$ cat config.mk
export PLATFORM = sky130hd
export DESIGN_NAME = cmp_timer
export DESIGN_NICKNAME = d
export VERILOG_FILES = /design/src/rtl/cmp_timer_pkg.sv /design/src/rtl/tmr_prescale.sv /design/src/rtl/tmr_counter.sv /design/src/rtl/tmr_compare.sv /design/src/rtl/cmp_timer.sv
export SDC_FILE = /design/constraint.sdc
export NUM_CORES = 1
export LEC_CHECK = 0
export BUFFER_PORTS_ARGS = -buffer_cell sky130_fd_sc_hd__buf_4
export CORE_MARGIN = 4
export CORE_UTILIZATION = 50
export CTS_CLUSTER_SIZE = 16
export DETAILED_ROUTE_END_ITERATION = 6
export PLACE_DENSITY_LB_ADDON = 0.08
export SLEW_MARGIN = 30
export SYNTH_ARGS = -nofsm -noshare
export SYNTH_HDL_FRONTEND = slang
export SYNTH_SLANG_ARGS = --single-unit
export TNS_END_PERCENT = 10
$ cat constraint.sdc
create_clock -name clk -period 2.5 [get_ports clk]
set_input_delay 0.625 -clock clk [delete_from_list [all_inputs] [get_ports clk]]
set_output_delay 0.625 -clock clk [all_outputs]
set_load 0.02 [all_outputs]
$ cat src/rtl/cmp_timer_pkg.sv
package cmp_timer_pkg;

  localparam int unsigned BUS_AW   = 3;
  localparam int unsigned CNT_W    = 16;
  localparam logic [CNT_W-1:0] CNT_RST = 16'hFFFC;

  localparam logic [BUS_AW-1:0] ADR_CTRL = 3'd0;
  localparam logic [BUS_AW-1:0] ADR_STAT = 3'd1;
  localparam logic [BUS_AW-1:0] ADR_CMPH = 3'd2;
  localparam logic [BUS_AW-1:0] ADR_CMPL = 3'd3;
  localparam logic [BUS_AW-1:0] ADR_CNTH = 3'd4;
  localparam logic [BUS_AW-1:0] ADR_CNTL = 3'd5;

  localparam int unsigned CTRL_LVL_BIT  = 0;
  localparam int unsigned CTRL_IE_BIT   = 7;
  localparam int unsigned STAT_FLAG_BIT = 6;

  typedef struct packed {
    logic wr_ctrl;
    logic rd_stat;
    logic wr_cmp_hi;
    logic wr_cmp_lo;
    logic rd_cnt_hi;
    logic rd_cnt_lo;
  } bus_evt_t;

  function automatic logic [CNT_W-1:0] cnt_next(input logic [CNT_W-1:0] c);
    return c + {{(CNT_W-1){1'b0}}, 1'b1};
  endfunction

  function automatic logic cnt_hit(input logic [CNT_W-1:0] c,
                                   input logic [CNT_W-1:0] v);
    return c == v;
  endfunction

endpackage

$ cat src/rtl/tmr_prescale.sv
module tmr_prescale #(
  parameter int unsigned DIV = 4
) (
  input  logic clk,
  input  logic rst_n,
  output logic tick
);
  localparam int unsigned PW = (DIV > 2) ? $clog2(DIV) : 1;
  localparam logic [PW-1:0] LAST = PW'(DIV - 1);

  logic [PW-1:0] phase_q;

  assign tick = (phase_q == LAST);

  always_ff @(posedge clk or negedge rst_n) begin
    if (!rst_n)    phase_q <= '0;
    else if (tick) phase_q <= '0;
    else           phase_q <= phase_q + 1'b1;
  end
endmodule

$ cat src/rtl/tmr_counter.sv
module tmr_counter
  import cmp_timer_pkg::*;
(
  input  logic             clk,
  input  logic             rst_n,
  input  logic             tick,
  input  logic             rd_hi,
  input  logic             rd_lo,
  output logic [CNT_W-1:0] cnt,
  output logic             fresh,
  output logic [7:0]       lo_view
);
  logic [CNT_W-1:0] cnt_q;
  logic             fresh_q;
  logic [7:0]       lo_buf_q;
  logic             held_q;

  always_ff @(posedge clk or negedge rst_n) begin
    if (!rst_n) begin
      cnt_q   <= CNT_RST;
      fresh_q <= 1'b0;
    end else begin
      fresh_q <= tick;
      if (tick) cnt_q <= cnt_next(cnt_q);
    end
  end

  always_ff @(posedge clk or negedge rst_n) begin
    if (!rst_n) begin
      lo_buf_q <= '0;
      held_q   <= 1'b0;
    end else if (rd_hi) begin
      lo_buf_q <= cnt_q[7:0];
      held_q   <= 1'b1;
    end else if (rd_lo) begin
      held_q   <= 1'b0;
    end
  end

  assign cnt     = cnt_q;
  assign fresh   = fresh_q;
  assign lo_view = held_q ? lo_buf_q : cnt_q[7:0];
endmodule

$ cat src/rtl/tmr_compare.sv
module tmr_compare
  import cmp_timer_pkg::*;
(
  input  logic             clk,
  input  logic             rst_n,
  input  logic             fresh,
  input  logic [CNT_W-1:0] cnt,
  input  logic             wr_hi,
  input  logic             wr_lo,
  input  logic [7:0]       wdata,
  input  logic             rd_stat,
  input  logic             lvl_sel,
  output logic [CNT_W-1:0] cmp_val,
  output logic             flag,
  output logic             pin,
  output logic             inhibit,
  output logic             match_evt
);
  logic [7:0] cmp_hi_q;
  logic [7:0] cmp_lo_q;
  logic       flag_q;
  logic       arm_q;
  logic       inh_q;
  logic       pin_q;

  // compare bytes keep their value through reset
  always_ff @(posedge clk) begin
    if (wr_hi) cmp_hi_q <= wdata;
    if (wr_lo) cmp_lo_q <= wdata;
  end

  assign cmp_val   = {cmp_hi_q, cmp_lo_q};
  assign match_evt = fresh && !inh_q && cnt_hit(cnt, cmp_val);

  always_ff @(posedge clk or negedge rst_n) begin
    if (!rst_n)     inh_q <= 1'b1;
    else if (wr_hi) inh_q <= 1'b1;
    else if (wr_lo) inh_q <= 1'b0;
  end

  always_ff @(posedge clk or negedge rst_n) begin
    if (!rst_n)                 arm_q <= 1'b0;
    else if (wr_lo)             arm_q <= 1'b0;
    else if (rd_stat && flag_q) arm_q <= 1'b1;
  end

  // flag keeps its value through reset
  always_ff @(posedge clk) begin
    if (match_evt)           flag_q <= 1'b1;
    else if (wr_lo && arm_q) flag_q <= 1'b0;
  end

  always_ff @(posedge clk or negedge rst_n) begin
    if (!rst_n)         pin_q <= 1'b0;
    else if (match_evt) pin_q <= lvl_sel;
  end

  assign flag    = flag_q;
  assign pin     = pin_q;
  assign inhibit = inh_q;
endmodule

$ cat src/rtl/cmp_timer.sv
module cmp_timer
  import cmp_timer_pkg::*;
#(
  parameter int unsigned DIV = 4
) (
  input  logic              clk,
  input  logic              rst_n,
  input  logic [BUS_AW-1:0] bus_addr,
  input  logic              bus_wr,
  input  logic              bus_rd,
  input  logic [7:0]        bus_wdata,
  output logic [7:0]        bus_rdata,
  output logic              cmp_out,
  output logic              irq
);
  bus_evt_t         evt;
  logic             tick;
  logic             fresh;
  logic [CNT_W-1:0] cnt_q;
  logic [CNT_W-1:0] cmp_val;
  logic [7:0]       lo_view;
  logic             flag_q;
  logic             inhibit_q;
  logic             match_evt;
  logic             lvl_sel;
  logic             ie_q;

  always_comb begin
    evt           = '0;
    evt.wr_ctrl   = bus_wr && (bus_addr == ADR_CTRL);
    evt.rd_stat   = bus_rd && (bus_addr == ADR_STAT);
    evt.wr_cmp_hi = bus_wr && (bus_addr == ADR_CMPH);
    evt.wr_cmp_lo = bus_wr && (bus_addr == ADR_CMPL);
    evt.rd_cnt_hi = bus_rd && (bus_addr == ADR_CNTH);
    evt.rd_cnt_lo = bus_rd && (bus_addr == ADR_CNTL);
  end

  always_ff @(posedge clk or negedge rst_n) begin
    if (!rst_n) begin
      lvl_sel <= 1'b0;
      ie_q    <= 1'b0;
    end else if (evt.wr_ctrl) begin
      lvl_sel <= bus_wdata[CTRL_LVL_BIT];
      ie_q    <= bus_wdata[CTRL_IE_BIT];
    end
  end

  tmr_prescale #(.DIV(DIV)) u_pre (
    .clk   (clk),
    .rst_n (rst_n),
    .tick  (tick)
  );

  tmr_counter u_cnt (
    .clk     (clk),
    .rst_n   (rst_n),
    .tick    (tick),
    .rd_hi   (evt.rd_cnt_hi),
    .rd_lo   (evt.rd_cnt_lo),
    .cnt     (cnt_q),
    .fresh   (fresh),
    .lo_view (lo_view)
  );

  tmr_compare u_cmp (
    .clk       (clk),
    .rst_n     (rst_n),
    .fresh     (fresh),
    .cnt       (cnt_q),
    .wr_hi     (evt.wr_cmp_hi),
    .wr_lo     (evt.wr_cmp_lo),
    .wdata     (bus_wdata),
    .rd_stat   (evt.rd_stat),
    .lvl_sel   (lvl_sel),
    .cmp_val   (cmp_val),
    .flag      (flag_q),
    .pin       (cmp_out),
    .inhibit   (inhibit_q),
    .match_evt (match_evt)
  );

  assign irq = flag_q && ie_q;

  always_comb begin
    bus_rdata = '0;
    if (bus_rd) begin
      case (bus_addr)
        ADR_CTRL: begin
          bus_rdata[CTRL_LVL_BIT] = lvl_sel;
          bus_rdata[CTRL_IE_BIT]  = ie_q;
        end
        ADR_STAT: bus_rdata[STAT_FLAG_BIT] = flag_q;
        ADR_CMPH: bus_rdata = cmp_val[15:8];
        ADR_CMPL: bus_rdata = cmp_val[7:0];
        ADR_CNTH: bus_rdata = cnt_q[15:8];
        ADR_CNTL: bus_rdata = lo_view;
        default:  bus_rdata = '0;
      endcase
    end
  end
endmodule

Word level (Yosys, flattened, before mapping)
Cells that the tools add are included.
- add/subtract/negate cells: 2
- eq/ne operators: 7
- mux-type cells: 13
- reductions and logical operators: 16
- operator list (operator ; number):
    $pmux 5 s4 ; 1
    $add 16x1->16 const B ; 1
    $eq 16x16->1 ; 1
    $mux 8 ; 2
    $pmux 1 s5 ; 3
    $logic_and 1x1->1 ; 11
    $eq 3x2->1 const B ; 2
    $eq 3x3->1 const B ; 2
    $mux 1 ; 6
    $reduce_bool 2->1 ; 3
    $eq 3x1->1 const B ; 1
    $logic_not 3->1 ; 1
    $add 2x1->2 const B ; 1
    $eq 2x2->1 const B ; 1
    $mux 2 ; 1
    $logic_not 1->1 ; 1
- register bits: 50
- input port bits: 15
- output and inout bits: 10
- logic and storage cells: 51

Logic depth before layout (Yosys ltp)
- depth after elaboration: 5
- mapped depth: 7

Cells and area by module
From an unflattened synthesis, not the netlist that was laid out.
- cells, all modules: 197
- area total of the unflattened synthesis: 2506.2 µm²
- modules (own cells, without submodules) (module ; instances ; cells an instance ; area an instance (µm²) ; sequential area each (µm²)):
    tmr_counter ; 1 ; 84 ; 1148.6 ; 668.1
    tmr_compare ; 1 ; 50 ; 805.8 ; 576.8
    cmp_timer ; 1 ; 59 ; 485.5 ; 50.0
    tmr_prescale ; 1 ; 4 ; 66.3 ; 50.0

Worst setup path before layout
OpenSTA, ideal clock, no wires.
- path kind: input to output
- start: input port bus_addr[1]
- end: output port bus_rdata[2]
- arrival time: 1.817 ns
- data required time: 1.875 ns
- slack: 0.058 ns
- stages on the path: 5
- path buffers: 2
- cell sequence: buf_2 nor2b_1 buf_2 o21ai_0 a211oi_1
- word-level cells in the longest chain between the ends: 3
- elaborated cells on any way between the ends: 6
- classes of those cells: eq/ne (4); mux (2)
- ends and longest elaborated chain (item ; line ; source):
    start, declared ; cmp_timer.sv:8 ; input logic [BUS_AW-1:0] bus_addr,
    $eq 3x3->1 or $eq 3x2->1 (tied branches) ; cmp_timer.sv:87 ; case (bus_addr)
    $pmux 5 s4 * ; cmp_timer.sv:87 ;
    $mux 8 * ; cmp_timer.sv:86 ; if (bus_rd) begin
    end, declared ; cmp_timer.sv:12 ; output logic [7:0] bus_rdata,
Every way passes the cells marked *; elsewhere a longest branch is shown, timed or not.

Final worst setup path
- start: input port bus_addr[1]
- end: output port bus_rdata[0]
- word-level cells in the longest chain between the ends: 3
- elaborated cells on any way between the ends: 7
- classes of those cells: eq/ne (4); mux (2); reduce/logical (1)
- ends and longest elaborated chain (item ; line):
    $eq 3x3->1, or another cell as far along ; cmp_timer.sv:87
    $pmux 1 s5 * ; cmp_timer.sv:87
    $mux 8 * ; cmp_timer.sv:86
Marks and branches as above.

==> summary.md <==
| Metric | Value |
|---|---|
| CTS tree | `yes` |
| Final Non-Filler Cells | `300` |
| Largest net degree at the start of global routing | `34` |
| Post-synth top flop | `dfrtp_1` |
| Drt first pass iters | `4` |
| WL final | `around 5300 um` |
| Initial Util | `about half` |
| Crit path cell chain | `buf_4 > nand2b_1 > nor2_1 > a21oi_1 > a211oi_1 > buf_4` |
| Vias per cell | `~5.5` |
| MaxCap Viol Count | `0` |
| Util after Layout | `58.9%` |
| Post-Syn Nets | `~230` |
| GR Overflow Total | `0` |
| Crit path max fanout | `11` |
| Final Hold Viols | `0` |
| Setup TNS | `0 ns` |
| Clock buffer depth | `2` |
| Minimum clock period | `about 2.4 ns` |
| Die area | `a little over 6000 sq um` |
| Synth top area cells | `edfxtp_1 (19%), dfrtp_1 (18%), dfstp_2 (16%)` |
| Netlist Area Pre-Place | `~2500 sq um` |
| Syn Area/Cell | `roughly 12 sq um` |
| CTS Root Buffer Type | `clkbuf_8` |
| Drt drc | `0` |
| Clock power frac | `29.1%` |
| All-layer global routing usage | `18.8%` |
| Worst Path Required | `between 1.5 and 2 ns` |
| Max Slew Vio Count | `0` |
| Die H | `78.3 um` |
| Final worst slack | `about 0.13 ns` |
| Max-slew headroom | `between 60% and 70%` |
| PortBufs | `24` |
| Synth top cells by count | `nand2_1 (21), xor2_1 (19), dfrtp_1 (18)` |
| Core Box Area | `between 4000 and 5000 sq um` |
| IO Count | `25` |
| Seq cells post-synth | `50` |
| Critical Path End Type | `output pin` |
| Peak Freq | `423 MHz` |
| Clock Sinks | `50` |
| Setup Crit Path Kind | `in -> out` |
| RSZ-0062 raised after global routing | `false` |
| Final GP Congestion | `around 0.94` |
| First-pass GRT wire length | `8840 um` |
| Hpwl dp | `4120 um` |
| H-tree depth | `2` |
| Placed Cells | `approximately 300` |
| DR WL/cell | `roughly 18 um` |
| Internal power | `1170 uW` |
| Crit-path leading delay family | `simple AND/OR/NAND/NOR gates` |
| DR vias | `1639` |
| Min-Delay Path Class | `in -> async` |
| Period utilization | `between 90% and 100%` |
| Setup WS pre-CTS | `around 0.15 ns` |
| Leakage | `about 0.0012 uW` |
| Share of cells above drive strength 1 | `between 30% and 40%` |
| Slew @ Worst Pin | `around 0.57 ns` |
| Fin Clk Skew | `between 0.008 and 0.009 ns` |
| Vias in the first global route | `1785` |
| Unique masters post-synth | `36` |
| Mapped Cells | `208` |
| Iteration-0 DRC count of the detailed router | `220` |
| Sequential share of the synthesized area | `54.5%` |
| Outcome | `complete, no violations` |
| Switching Fraction | `roughly a quarter` |
| Asr flop ratio synth | `roughly two thirds` |
| Clk Latency, worst-skew pair | `0.30 ns` |
| CTS buffer count | `5` |
| # nets final | `roughly 250` |
| Layout area overhead | `13.5%` |
| Diode count | `0` |
| Clock-pin slew on the worst setup and hold paths | `around 0.090 ns` |
| Synth area leader | `edfxtp_1` |
| Num rows | `25` |
| Final antenna-violating net count | `0` |
| Number of synthesized flops with an enable pin | `16` |
| Sequential power share | `59.2%` |
| Post-CTS Setup Bufs | `0` |
| Yosys warns | `0` |
| Max IR drop VDD | `351 uV` |
| Die X | `78.3 um` |
| Crit path max-delay cell type | `nand2b_1` |
| Total power after layout | `between 1500 and 2000 uW` |
| Share of the synthesized area in the top cell type | `19.5%` |
| CP arrival | `between 1.5 and 2 ns` |
| CP startpoint kind | `primary input` |
| Comb pwr share | `a little under an eighth` |
| CP max stage delay | `0.30 ns` |
| PwrDens | `around 560 nW/um^2` |
| Endpoints failing setup | `0` |
| Crit path buf inv count | `2` |
| Switching Power | `383 uW` |
| Most numerous cell in the Yosys netlist | `nand2_1` |
| Antenna violations before repair | `0` |
| CP most frequent cell | `buf_4` |
==> path summary, 6_finish.rpt <==
path	to	slack [ns]	cells past startpoint	from
setup reg to reg	u_cmp.pin$_DFFE_PN0P_	0.64	5	u_cnt.cnt[10]$_DFFE_PN1P_
min in group clk	u_pre.phase_q[0]$_DFF_PN0_	0.43	1	u_pre.phase_q[0]$_DFF_PN0_
max in group asynchronous	u_cmp.inhibit$_DFFE_PN1P_	1.91	1	rst_n
hold / removal	u_cnt.lo_buf_q[7]$_DFFE_PN0P_	0.25	1	rst_n
hold reg to reg	u_pre.phase_q[0]$_DFF_PN0_	0.43	1	u_pre.phase_q[0]$_DFF_PN0_
setup / recovery	bus_rdata[0]	0.13	6	bus_addr[1]
==> registers in the layout, summed over array words and instances (netlist names) <==
| signal | count |
|---|---|
| u_cnt.lo_buf_q | 8 |
| u_cmp.cmp_lo_q | 8 |
| u_cmp.cmp_hi_q | 8 |
| u_cmp.flag | 1 |
| u_cnt.fresh | 1 |
| u_cmp.pin | 1 |
| u_cnt.cnt | 16 |
| ie_q | 1 |
| lvl_sel | 1 |
| u_cnt.held_q | 1 |
| u_cmp.arm_q | 1 |
| u_pre.phase_q | 2 |
| u_cmp.inhibit | 1 |
==> area by class of cell <==
class	instances	area, sq um
multi-input combinational	146	1070
tap	67	83.8
fill	412	1950
clock buffer	6	72.6
inverter	1	3.75
sequential	50	1350
timing repair buffer	28	210
clock inverter	2	13.8
==> stage by stage <==
| step | hold WS, ns | cell area [sq um] |
|---|---|---|
| after floorplan | 0.329 | 2470 |
| after global placement | 0.413 | 2710 |
| after detailed placement | 0.422 | 2710 |
| after CTS | 0.265 | 2800 |
| after global routing | 0.271 | 2800 |
| final | 0.250 | 2800 |
==> cell families after synthesis <==
logic type | synth area share, %
muxes | 10.9
DFF | 54.5
and+or+nand+nor | 13.2
AOI/OAI and AO/OA | 7.25
xor gates and xnor gates | 11.0
buffers and inverters | 2.13
adders and majority gates | 1.01
==> cells in the final DEF, fill, tap and decap left out, types with 5 or more instances in the layout <==
cell type  instances
a211oi_1           5
a21oi_1            7
a221oi_1           5
and2_1             5
buf_4             28
clkbuf_8           5
dfrtp_1           17
dfstp_2           15
edfxtp_1          16
mux2_2            14
mux2i_1           10
nand2_1           21
nand4_1            6
nor2_1            12
xnor2_1           12
xor2_1            19
==> worst register-to-register path: stages (launching register included) <==
cell,delay [ns]
dfstp_2,0.63
xnor2_1,0.15
nand4_1,0.14
nor4b_2,0.27
nand4_1,0.20
mux2_1,0.36
==> layer usage <==
metal	track usage, %	vias up	share of wire (%)
met2	30.9	50	49
li1	-	785	-
met3	3.90	8	4.9
met5	0	-	0
met4	4.90	0	1.4
met1	25.4	796	45
==> repair_timing <==
action,CTS,global route
resized for setup,0,1
endpoints found under the hold margin,0,0
hold buffers,0,0
endpoints found under the setup margin,0,3
==> power groups by stage <==
stage / combinational [uW] / clock (uW) / sequential (uW)
after floorplan: 122 / 0 / 919
after global placement: 175 / 0 / 936
after detailed placement: 182 / 0 / 938
after CTS: 183 / 464 / 922
after global routing: 200 / 508 / 929
final: 181 / 453 / 922
(Power assumes the default switching activity.)
